$ cat src/rtl/pmem_pkg.sv
`timescale 1ns/1ps
// Shared types for the program memory access controller.
package pmem_pkg;
    // Destination chosen for one access.
    typedef enum logic [1:0] {
        TGT_INT = 2'd0,
        TGT_EXT = 2'd1,
        TGT_REG = 2'd2
    } tgt_e;
endpackage

$ cat src/rtl/pmem_decode.sv
`timescale 1ns/1ps
// Address decoder: maps a word address to on-chip RAM, off-chip memory or
// the control register, according to the captured layout bit.
// Assumes INT_WORDS is a power of two no larger than half the space.
module pmem_decode
    import pmem_pkg::*;
#(
    parameter int ADDR_W = 14,
    parameter int INT_AW = 11
) (
    input  logic [ADDR_W-1:0] addr,
    input  logic              map_hi,
    output tgt_e              tgt,
    output logic [INT_AW-1:0] int_addr
);
    localparam int TAG_W = ADDR_W - INT_AW;

    logic [TAG_W-1:0] tag;
    logic             low_hit;
    logic             high_hit;
    logic             reg_hit;
    logic             ram_hit;

    assign tag      = addr[ADDR_W-1:INT_AW];
    assign int_addr = addr[INT_AW-1:0];
    assign reg_hit  = &addr;
    assign low_hit  = (tag == '0);
    assign high_hit = &tag;

    // Pick the RAM window for the layout in force.
    always_comb begin
        ram_hit = map_hi ? high_hit : low_hit;
    end

    // Register outranks RAM; everything else goes off-chip.
    always_comb begin
        if (reg_hit)      tgt = TGT_REG;
        else if (ram_hit) tgt = TGT_INT;
        else              tgt = TGT_EXT;
    end
endmodule

$ cat src/rtl/pmem_sysreg.sv
`timescale 1ns/1ps
// Control register and reset-time logic: holds the wait-state field,
// captures the layout strap during reset and issues the boot pulse.
// Assumes rst_n is synchronous to clk.
module pmem_sysreg #(
    parameter int          WAIT_W   = 3,
    parameter logic [WAIT_W-1:0] WAIT_RST = 3'd7
) (
    input  logic              clk,
    input  logic              rst_n,
    input  logic              strap,
    input  logic              wr_en,
    input  logic [WAIT_W-1:0] wr_val,
    output logic [WAIT_W-1:0] wait_q,
    output logic              map_hi,
    output logic              boot_req
);
    logic armed_q;

    // Wait-state field: reset to the maximum, load on register write.
    always_ff @(posedge clk) begin
        if (!rst_n)     wait_q <= WAIT_RST;
        else if (wr_en) wait_q <= wr_val;
    end

    // Strap capture: follows the pin only while reset is held.
    always_ff @(posedge clk) begin
        if (!rst_n) map_hi <= strap;
    end

    // Boot pulse: one cycle after the first clock out of reset.
    always_ff @(posedge clk) begin
        if (!rst_n) begin
            armed_q  <= 1'b0;
            boot_req <= 1'b0;
        end else begin
            armed_q  <= 1'b1;
            boot_req <= !armed_q && !map_hi;
        end
    end

    a_r2_reset_value: assert property (@(posedge clk) disable iff (!rst_n)
        !$past(rst_n) |-> wait_q == WAIT_RST);
    a_r8_strap_held: assert property (@(posedge clk) disable iff (!rst_n)
        $past(rst_n) |-> $stable(map_hi));
    a_r9_boot_single: assert property (@(posedge clk) disable iff (!rst_n)
        boot_req |=> !boot_req);
    a_r9_boot_layout: assert property (@(posedge clk) disable iff (!rst_n)
        boot_req |-> !map_hi);
endmodule

$ cat src/rtl/pmem_waiter.sv
`timescale 1ns/1ps
// Off-chip access sequencer: latches an accepted off-chip request and
// counts the programmed wait states, flagging the final (ready) cycle.
// Assumes start is only raised while busy is low.
module pmem_waiter #(
    parameter int ADDR_W = 14,
    parameter int DATA_W = 16,
    parameter int WAIT_W = 3
) (
    input  logic              clk,
    input  logic              rst_n,
    input  logic              start,
    input  logic [WAIT_W-1:0] wait_n,
    input  logic [ADDR_W-1:0] addr,
    input  logic              we,
    input  logic [DATA_W-1:0] wdata,
    output logic              busy,
    output logic              last,
    output logic [ADDR_W-1:0] lat_addr,
    output logic              lat_we,
    output logic [DATA_W-1:0] lat_wdata
);
    logic [WAIT_W-1:0] cnt;

    // Sequencer state: load on start, count down, release after ready.
    always_ff @(posedge clk) begin
        if (!rst_n) begin
            busy <= 1'b0;
            cnt  <= '0;
        end else if (busy) begin
            if (cnt == '0) busy <= 1'b0;
            else           cnt  <= cnt - 1'b1;
        end else if (start) begin
            busy <= 1'b1;
            cnt  <= wait_n;
        end
    end

    // Request latch: captured once per accepted off-chip access.
    always_ff @(posedge clk) begin
        if (!rst_n) begin
            lat_addr  <= '0;
            lat_we    <= 1'b0;
            lat_wdata <= '0;
        end else if (start && !busy) begin
            lat_addr  <= addr;
            lat_we    <= we;
            lat_wdata <= wdata;
        end
    end

    assign last = busy && (cnt == '0);

    a_r6_load_count: assert property (@(posedge clk) disable iff (!rst_n)
        $past(rst_n) && $past(start) && !$past(busy) |-> busy && cnt == $past(wait_n));
    a_r6_hold_request: assert property (@(posedge clk) disable iff (!rst_n)
        $past(rst_n) && $past(busy) && busy |-> $stable(lat_addr) && $stable(lat_we) && $stable(lat_wdata));
    a_r6_release: assert property (@(posedge clk) disable iff (!rst_n)
        last |=> !busy);
endmodule

$ cat src/rtl/pmem_ctrl.sv
`timescale 1ns/1ps
// Program memory access controller (top). Routes each request to on-chip
// RAM, off-chip memory or the control register. Off-chip accesses are
// stretched by the programmed wait count, and requests made while one is
// pending are dropped. Assumes on-chip RAM reads are combinational and
// the requester keeps req high until it sees ready.
module pmem_ctrl
    import pmem_pkg::*;
#(
    parameter int                ADDR_W    = 14,
    parameter int                DATA_W    = 16,
    parameter int                INT_WORDS = 2048,
    parameter int                WAIT_W    = 3,
    parameter logic [WAIT_W-1:0] WAIT_RST  = 3'd7,
    localparam int               INT_AW    = $clog2(INT_WORDS)
) (
    input  logic              clk,
    input  logic              rst_n,
    input  logic              map_sel,
    input  logic              req,
    input  logic              we,
    input  logic [ADDR_W-1:0] addr,
    input  logic [DATA_W-1:0] wdata,
    output logic [DATA_W-1:0] rdata,
    output logic              ready,
    output logic              boot_req,
    output logic              int_en,
    output logic              int_we,
    output logic [INT_AW-1:0] int_addr,
    output logic [DATA_W-1:0] int_wdata,
    input  logic [DATA_W-1:0] int_rdata,
    output logic              ext_en,
    output logic              ext_we,
    output logic [ADDR_W-1:0] ext_addr,
    output logic [DATA_W-1:0] ext_wdata,
    input  logic [DATA_W-1:0] ext_rdata
);
    localparam logic [ADDR_W-1:0] TOP_ADDR = {ADDR_W{1'b1}};
    localparam int                RAM_BASE = (1 << ADDR_W) - INT_WORDS;

    tgt_e              tgt;
    logic              map_hi;
    logic [WAIT_W-1:0] wait_q;
    logic              busy;
    logic              last;
    logic              acc;
    logic              reg_wr;
    logic              start;
    logic [ADDR_W-1:0] lat_addr;
    logic              lat_we;
    logic [DATA_W-1:0] lat_wdata;

    pmem_decode #(.ADDR_W(ADDR_W), .INT_AW(INT_AW)) u_dec (
        .addr     (addr),
        .map_hi   (map_hi),
        .tgt      (tgt),
        .int_addr (int_addr)
    );

    pmem_sysreg #(.WAIT_W(WAIT_W), .WAIT_RST(WAIT_RST)) u_reg (
        .clk      (clk),
        .rst_n    (rst_n),
        .strap    (map_sel),
        .wr_en    (reg_wr),
        .wr_val   (wdata[WAIT_W-1:0]),
        .wait_q   (wait_q),
        .map_hi   (map_hi),
        .boot_req (boot_req)
    );

    pmem_waiter #(.ADDR_W(ADDR_W), .DATA_W(DATA_W), .WAIT_W(WAIT_W)) u_wait (
        .clk       (clk),
        .rst_n     (rst_n),
        .start     (start),
        .wait_n    (wait_q),
        .addr      (addr),
        .we        (we),
        .wdata     (wdata),
        .busy      (busy),
        .last      (last),
        .lat_addr  (lat_addr),
        .lat_we    (lat_we),
        .lat_wdata (lat_wdata)
    );

    // Acceptance: a request counts only while no off-chip access is pending.
    always_comb begin
        acc    = req && !busy;
        int_en = acc && (tgt == TGT_INT);
        int_we = int_en && we;
        reg_wr = acc && we && (tgt == TGT_REG);
        start  = acc && (tgt == TGT_EXT);
    end

    assign int_wdata = wdata;

    // Off-chip port: live request in its first cycle, latched copy after.
    always_comb begin
        ext_en    = start || busy;
        ext_addr  = busy ? lat_addr  : addr;
        ext_we    = busy ? lat_we    : (start && we);
        ext_wdata = busy ? lat_wdata : wdata;
    end

    // Completion and read data return.
    always_comb begin
        ready = last || (acc && (tgt != TGT_EXT));
        if (last)                               rdata = ext_rdata;
        else if (acc && tgt == TGT_INT)         rdata = int_rdata;
        else if (acc && tgt == TGT_REG)         rdata = {{(DATA_W-WAIT_W){1'b0}}, wait_q};
        else                                    rdata = '0;
    end

    a_r1_reg_write: assert property (@(posedge clk) disable iff (!rst_n)
        $past(rst_n) && $past(reg_wr) |-> wait_q == $past(wdata[WAIT_W-1:0]));
    a_r1_reg_addr: assert property (@(posedge clk) disable iff (!rst_n)
        reg_wr |-> addr == TOP_ADDR);
    a_r3_low_window: assert property (@(posedge clk) disable iff (!rst_n)
        int_en && !map_hi |-> int'(addr) < INT_WORDS);
    a_r4_high_window: assert property (@(posedge clk) disable iff (!rst_n)
        int_en && map_hi |-> int'(addr) >= RAM_BASE && addr != TOP_ADDR);
    a_r5_int_ready: assert property (@(posedge clk) disable iff (!rst_n)
        int_en |-> ready);
    a_r6_single_port: assert property (@(posedge clk) disable iff (!rst_n)
        $onehot0({int_en, ext_en}));
    a_r7_drop_pending: assert property (@(posedge clk) disable iff (!rst_n)
        busy |-> !int_en && !reg_wr);
endmodule

$ cat config.mk
export PLATFORM = sky130hd
export DESIGN_NAME = pmem_ctrl
export DESIGN_NICKNAME = d
export VERILOG_FILES = /design/src/rtl/pmem_pkg.sv /design/src/rtl/pmem_decode.sv /design/src/rtl/pmem_sysreg.sv /design/src/rtl/pmem_waiter.sv /design/src/rtl/pmem_ctrl.sv
export SDC_FILE = /design/constraint.sdc
export NUM_CORES = 1
export LEC_CHECK = 0
export BUFFER_PORTS_ARGS = -buffer_cell sky130_fd_sc_hd__buf_2
export CAP_MARGIN = 20
export CORE_MARGIN = 2
export CORE_UTILIZATION = 44
export DETAILED_ROUTE_END_ITERATION = 8
export PLACE_DENSITY = 0.81
export SLEW_MARGIN = 5
export SYNTH_ARGS = -nofsm -noshare
export SYNTH_HDL_FRONTEND = slang
export SYNTH_SLANG_ARGS = --single-unit
$ cat constraint.sdc
create_clock -name clk -period 2.9 [get_ports clk]
set_input_delay 0.58 -clock clk [delete_from_list [all_inputs] [get_ports clk]]
set_output_delay 0.58 -clock clk [all_outputs]
set_load 0.1 [all_outputs]
==> results.toml, run 1 <==
[setup_path]
reg2regPathDepth = 6
crit_type = "reg2out"
critical_path.startpoint = "u_wait.cnt[0]$_SDFFE_PN0P_"
cp.required_ps = 2320
worst-path-max-fanout = 10
start_kind = "flip-flop"
rr_endpoint = "u_wait.cnt[2]$_SDFFE_PN0P_"
ff2ff_setup_slack_ps = 910
cp-end-kind = "output pin"
r2r-start = "u_wait.busy$_SDFF_PN0_"
critPathArrivalTime_ps = 2160

[place]
dp_hpwl_um = 5780
place_congestion = 0.783
portBuffers = 145

[timing]
min_period_ps = 2740
hold_viol = 0
rsz0062_at_grt = "false"
tightest_slew_ps = 665
fin_crit_sh = 0.944
setup_tns_ps = 0
setup_violations = 0
skew_ps = 11.2
max-slew-margin-rel = 0.555
final-max-slew-violation-count = 0
fmax_mhz = 365

[global_route]
grt_use_total = 0.236
grt-ovfl-total = 0
grt_pass1_vias = 2433
antenna_found_initial = 0
grt_pass1_wl_um = 11900
grt_max_degree = 38

[logic_synthesis]
ys_ff_latch = 41
netlist_instances = 296
syn_nets = 365
avgSynthCellArea_sq_um = 8.39
ys_seq_area_frac = 0.334
ys_top_cells_by_area = "dfxtp_1, mux2_2, buf_4, a21oi_1, nand3_1"
synth_edf_count = 1
ys.flop_type = "dfxtp_1"
yosysMostFrequentCell = "dfxtp_1"
async_flop_share = 0
syn_area_sq_um = 2480
synth_largest_area_cell = "dfxtp_1"
synth_common_cells = "dfxtp_1, a21oi_1, nand3_1"
ys_types = 39
yosysTopAreaCellShare = 0.322
yosysWarnings = 0

[route]
routed_wl_um = 7700
drc = 0
viasPerCell = 5.56
first_iter_violations = 181
postRouteAntennaNets = 0
wl_per_cell_um = 16.0
drtPass1Iterations = 5
num_vias = 2669

[cells_and_area]
syn2layout_area_growth_pct = 41.9
nNetsFinal = 476
final_util = 0.644
drive_above_1_share = 0.507
diodes = 0

[cts]
cts_made_buffers = 5
cts_setup_buffers = 0
ctsHoldBuffers = 0
cts-root-buf = "clkbuf_8"
clk_pin_slew_ps = 80
tritoncts = "built"
post_cts_resized = 0
cts_buffer_depth = 2
insertion_delay_ps = 290
clock-sinks = 41
cts.htree.levels = 2

[outcome]
status = "complete, no violations"

[min_path]
min_path_cells = 1
hp-start = "u_reg.armed_q$_DFF_P_"
hold_end = "u_reg.boot_req$_SDFF_PN0_"
hp-class = "reg2reg"

[power]
internal-power_mw = 1.08
power_frac_comb = 0.527
p_clk_frac = 0.180
switchingPower_mw = 1.08
ir_drop_v = 0.000363
powerDensity_nw_per_um2 = 615
power_frac_seq = 0.292
swShare = 0.500
power.leakage_nw = 1.61

[floorplan]
io_pins = 146
initial_utilization = 0.454
die_w_um = 79.2
die-area_sq_um = 6260
core_sq_um = 5470
dieHeight_um = 79.2
row_count = 27

[run]
cap_viol_max_count = 0
routing by layer:
layer / share of wire / wire, um / track usage / vias to the layer above
met2: 0.53 / 4080 / 0.447 / 126
met1: 0.37 / 2890 / 0.266 / 1249
li1: - / - / - / 1280
met3: 0.077 / 592 / 0.0432 / 14
met5: 0 / 0 / 0 / -
met4: 0.018 / 139 / 0.0741 / 0
power groups by stage:
| stage | clock, mW | combinational, mW | sequential [mW] |
|---|---|---|---|
| final | 0.391 | 1.14 | 0.634 |
| after global routing | 0.418 | 1.19 | 0.639 |
| after CTS | 0.400 | 1.14 | 0.633 |
| after detailed placement | 0 | 1.14 | 0.646 |
| after global placement | 0 | 1.13 | 0.644 |
| after floorplan | 0 | 0.902 | 0.640 |
worst max-delay path: stages, from the launching register on:
cell and delay (ps):
dfxtp_1 330, inv_1 90, ha_1 150, inv_1 70
nor3b_2 580, buf_4 270, a22o_2 190, buf_12 180
logic make-up (layout without fill, tap and decap cells):
group	after synthesis	after routing	synth area share
AO/OA/AOI/OAI	95	95	0.232
AND/OR/NAND/NOR	65	65	0.143
buffers and inverters	61	173	0.137
flip-flops	41	41	0.334
multiplexers	31	31	0.140
adder cells (fa/ha/maj)	2	2	0.0101
XOR/XNOR	1	1	0.00353
cells in the final DEF, fill, tap and decap left out, drive strengths merged, types with 3 or more instances in the layout:
master,instances
and3,5
o21ai,35
a21oi,34
dfxtp,40
inv,7
mux2,30
o211ai,4
nor4,3
a22o,13
nand2,6
buf,157
clkbuf,7
nand3,33
a221o,3
nand4,6
nor2,3
through the flow:
| stage | power (mW) | instance area [sq um] | worst slack [ps] | std cells | hold WS [ps] |
|---|---|---|---|---|---|
| floorplan | 1.54 | 2500 | 15.1 | 296 | 373 |
| global placement | 1.77 | 3430 | 343 | 472 | 378 |
| detailed placement | 1.79 | 3430 | 282 | 472 | 396 |
| CTS | 2.18 | 3530 | 154 | 480 | 425 |
| global route | 2.24 | 3530 | 30.1 | 480 | 435 |
| finish | 2.17 | 3530 | 163 | 480 | 416 |
state kept, by name, indices dropped and copies added, names as in the netlist:
register	count
u_reg.armed_q	1
u_reg.boot_req	1
u_reg.map_hi	1
u_reg.wait_q	3
u_wait.busy	1
u_wait.cnt	3
u_wait.lat_addr	14
u_wait.lat_wdata	16
u_wait.lat_we	1
layout make-up:
class	count	area, sq um
Clock buffer	7	86.3
Tap cell	72	90.1
Fill cell	489	1950
Inverter	8	30.0
Sequential cell	41	832
Clock inverter	1	7.51
Timing Repair Buffer	157	1140
Multi-Input combinational cell	194	1340
worst max path at each step:
| stage | end | slack, ps |
|---|---|---|
| 2_1_floorplan | int_we | 20 |
| 4_1_cts | rdata[7] | 150 |
| 3_3_place_gp | rdata[2] | 340 |
| 5_1_grt | rdata[7] | 30 |
| 3_5_place_dp | rdata[2] | 280 |
| 6_report | rdata[7] | 160 |
No activity file was read; power rests on OpenSTA's default activity.
==> inputs of run 2 (changes only) <==
Settings changed: CTS_CLUSTER_SIZE set to 25, RECOVER_POWER set to 25.
==> results.toml, run 2 (synthesis gave the netlist of run 1 again) <==
[cts]
cts.htree.levels = 2
insertion_delay_ps = 290
tritoncts = "built"
cts_setup_buffers = 0
cts_made_buffers = 5
cts_buffer_depth = 2
ctsHoldBuffers = 0
clk_pin_slew_ps = 80
cts-root-buf = "clkbuf_8"
clock-sinks = 41
post_cts_resized = 0

[route]
postRouteAntennaNets = 0
num_vias = 2676
drtPass1Iterations = 5
routed_wl_um = 7660
first_iter_violations = 161
wl_per_cell_um = 16.0
drc = 0
viasPerCell = 5.58

[cells_and_area]
regMostFlops = "u_wait.lat_wdata"
drive_above_1_share = 0.441
nNetsFinal = 476
layout_common_cells = "buf_2, dfxtp_1, a21oi_1"
layout_commonest_cell = "buf_2"
syn2layout_area_growth_pct = 40.6
diodes = 0
reg.largest.list = "u_wait.lat_wdata x16, u_wait.lat_addr x14"
largest_reg_flops = 16
fill_cells = 501

[timing]
setup_tns_ps = 0
max-slew-margin-rel = 0.207
skew_ps = 11.6
whs_ps = 417
rsz0062_at_grt = "false"
setup_violations = 0
tightest_slew_ps = 1190
min_period_ps = 2740
fmax_mhz = 366
final-max-slew-violation-count = 0
fin_crit_sh = 0.943
hold_viol = 0

[floorplan]
io_pins = 146
core_sq_um = 5470
die_w_um = 79.2
row_count = 27
initial_utilization = 0.454
dieHeight_um = 79.2
die-area_sq_um = 6260

[global_route]
grt_max_degree = 38
grt_use_total = 0.236
grt_pass1_vias = 2433
grt-ovfl-total = 0
grt_pass1_wl_um = 11900
antenna_found_initial = 0

[setup_path]
cp_slowest_cell = "nor3b_2"
ff2ff_setup_slack_ps = 930
path_cells = "inv_1 > ha_1 > inv_1 > nor3b_2 > buf_4 > a22o_2 > buf_12"
worst-path-max-fanout = 10
crit_type = "reg2out"
r2r-start = "u_wait.busy$_SDFF_PN0_"
start_kind = "flip-flop"
critical_path.startpoint = "u_wait.cnt[0]$_SDFFE_PN0P_"
cp-end-kind = "output pin"
critPathArrivalTime_ps = 2160
reg2regPathDepth = 6
cp.required_ps = 2320
critPathMaxStageDelay_ps = 570
worst_path_most_repeated_cell = "inv_1"
rr_endpoint = "u_wait.cnt[2]$_SDFFE_PN0P_"

[power]
power.leakage_nw = 1.54
totalPowerFinal_mw = 2.16
powerDensity_nw_per_um2 = 619
ir_drop_v = 0.000365

[place]
dp_hpwl_um = 5780
portBuffers = 145
place_congestion = 0.783

[min_path]
hp-start = "u_reg.armed_q$_DFF_P_"
min_path_cells = 1
hold_end = "u_reg.boot_req$_SDFF_PN0_"
hp-class = "reg2reg"

[run]
cap_viol_max_count = 0

[outcome]
status = "complete, no violations"
run 2: cell types whose count changed in the layout (fill, tap and decap cells not counted):
cell,previous run,this run
clkbuf_1,1,28
buf_2,124,97
run 2: worst max-delay path by stage:
| stage | slack [ps] | depth (start not counted) | to |
|---|---|---|---|
| global placement | 340 | 7 | rdata[2] |
| detailed placement | 280 | 7 | rdata[2] |
| finish | 160 | 7 | rdata[7] |
| CTS | 150 | 7 | rdata[7] |
| global route | 30 | 7 | rdata[7] |
| floorplan | 20 | 5 | int_we |
run 2: area by class of cell:
type                    count  area (sq um)  area share
multi-input cells         194          1340       0.383
repair buffers            157          1110       0.318
flip-flops and latches     41           832       0.238
well taps                  72          90.1      0.0258
clock buffers               7          86.3      0.0247
inverters                   8          30.0     0.00860
clock inverters             1          7.51     0.00215
run 2: worst max-delay path, delay by kind of cell, from the launching register on:
kind,cells,cell delay (ps)
buffers and inverters,4,610
AOI/OAI and AO/OA,1,200
and+or+nand+nor,1,570
DFF,1,330
adders and majority gates,1,150
run 2: power breakdown:
part | internal [mW] | total, mW | switching (mW)
sequential | 0.607 | 0.634 | 0.0268
combinational | 0.278 | 1.14 | 0.859
clock | 0.194 | 0.393 | 0.199
total | 1.08 | 2.16 | 1.08
run 2: per-layer routing:
metal,part of all wire,track usage,vias up
met5,0,0,-
met4,0.019,0.0741,0
met2,0.53,0.447,140
met3,0.082,0.0432,15
li1,-,-,1278
met1,0.37,0.266,1243
run 2: metrics by stage:
stage                     instances  area [sq um]  setup slack (ps)  utilization
after CTS                       480          3530               154        0.644
after detailed placement        472          3430               282        0.627
after global placement          472          3430               343        0.627
final                           480          3490               164        0.638
after floorplan                 296          2500              15.1            -
after global routing            480          3490              30.1        0.638
==> inputs of run 3 (changes only) <==
Settings changed: PLACE_DENSITY 0.81 to unset, PLACE_DENSITY_LB_ADDON set to 0.08.
==> results.toml, run 3 (synthesis gave the netlist of run 1 again) <==
[outcome]
status = "complete, no violations"

[min_path]
hold_end = "u_reg.boot_req$_SDFF_PN0_"
hp-class = "reg2reg"
min_path_cells = 1
hp-start = "u_reg.armed_q$_DFF_P_"

[timing]
fin_crit_sh = 0.955
max-slew-margin-rel = 0.212
rsz0062_at_grt = "false"
tightest_slew_ps = 1180
worst_slack_ps = 131
min_period_ps = 2770
skew_ps = 4.33
final-max-slew-violation-count = 0
whs_ps = 393
setup_violations = 0
hold_viol = 0
fmax_mhz = 361
setup_tns_ps = 0

[cts]
insertion_delay_ps = 280
cts_setup_buffers = 0
clk_pin_slew_ps = 70
ctsHoldBuffers = 0
cts_buffer_depth = 2
cts-root-buf = "clkbuf_8"
cts.htree.levels = 2
post_cts_resized = 0
cts_made_buffers = 5
clock-sinks = 41
tritoncts = "built"

[cells_and_area]
stdcell_area_sq_um = 3490
drive_above_1_share = 0.439
reg.largest.list = "u_wait.lat_wdata x16, u_wait.lat_addr x14"
multi_input_area_sq_um = 1340
nNetsFinal = 477
largest_reg_flops = 16
fill_cells = 500
final_util = 0.638
regArea_sq_um = 832
syn2layout_area_growth_pct = 40.4
diodes = 0
layout_common_cells = "buf_2, dfxtp_1, a21oi_1"
final_cells = 480
regMostFlops = "u_wait.lat_wdata"
layout_commonest_cell = "buf_2"

[floorplan]
core_sq_um = 5470
die-area_sq_um = 6260
dieHeight_um = 79.2
io_pins = 146
initial_utilization = 0.454
die_w_um = 79.2
row_count = 27

[setup_path]
critPathArrivalTime_ps = 2190
reg2regPathDepth = 5
rr_endpoint = "u_wait.lat_addr[12]$_SDFFE_PN0P_"
cp.required_ps = 2320
r2r-start = "u_reg.map_hi$_DFFE_PN_"
critical_path.startpoint = "addr[11]"
ff2ff_setup_slack_ps = 980
start_kind = "input pin"
worst-path-max-fanout = 41
crit_type = "in2out"
cp-end-kind = "output pin"

[global_route]
grt_pass1_vias = 2417
antenna_found_initial = 0
grt-ovfl-total = 0
grt_use_total = 0.226
grt_max_degree = 42
grt_pass1_wl_um = 11400

[power]
power.leakage_nw = 1.54
ir_drop_v = 0.000406
totalPowerFinal_mw = 2.14
powerDensity_nw_per_um2 = 612

[route]
drtPass1Iterations = 4
routed_wl_um = 7260
postRouteAntennaNets = 0
drc = 0
num_vias = 2614
wl_per_cell_um = 15.1
first_iter_violations = 125
viasPerCell = 5.45

[place]
post-place-cells = 473
portBuffers = 145
post-place-ws_ps = 143
placed_area_sq_um = 3440
dp_hpwl_um = 5500
place_congestion = 0.943

[run]
cap_viol_max_count = 0
[run 3: worst max-delay path by stage]
stage / to / slack, ps
2_1_floorplan: int_we / 20
3_3_place_gp: rdata[1] / 110
5_1_grt: rdata[0] / 20
6_report: rdata[2] / 130
3_5_place_dp: rdata[2] / 140
4_1_cts: rdata[2] / 140
[run 3: where the power goes]
group          switching [mW]  total, mW  leakage [nW]  internal (mW)
logic                   0.853       1.13          1.15          0.280
clock network           0.180      0.369        0.0443          0.189
registers              0.0274      0.635         0.339          0.608
total                    1.06       2.14          1.54           1.08
[run 3: routing by layer]
layer / vias up / wire length [um] / track usage
li1: 1286 / - / -
met2: 109 / 3640 / 0.403
met5: - / 0 / 0
met4: 0 / 74 / 0.0621
met3: 8 / 618 / 0.0648
met1: 1211 / 2930 / 0.263
[run 3: final cells by class]
class                           instances  share of cell area
Clock buffer                            7              0.0247
Inverter                                8             0.00861
Multi-Input combinational cell        194               0.383
Sequential cell                        41               0.238
Tap cell                               72              0.0258
Timing Repair Buffer                  158               0.319
[run 3: worst max-delay path, stage by stage]
cell	delay [ps]
buf_2	140
nand3_1	170
nor4_4	340
buf_4	390
and3_1	230
a221o_1	150
buf_12	180
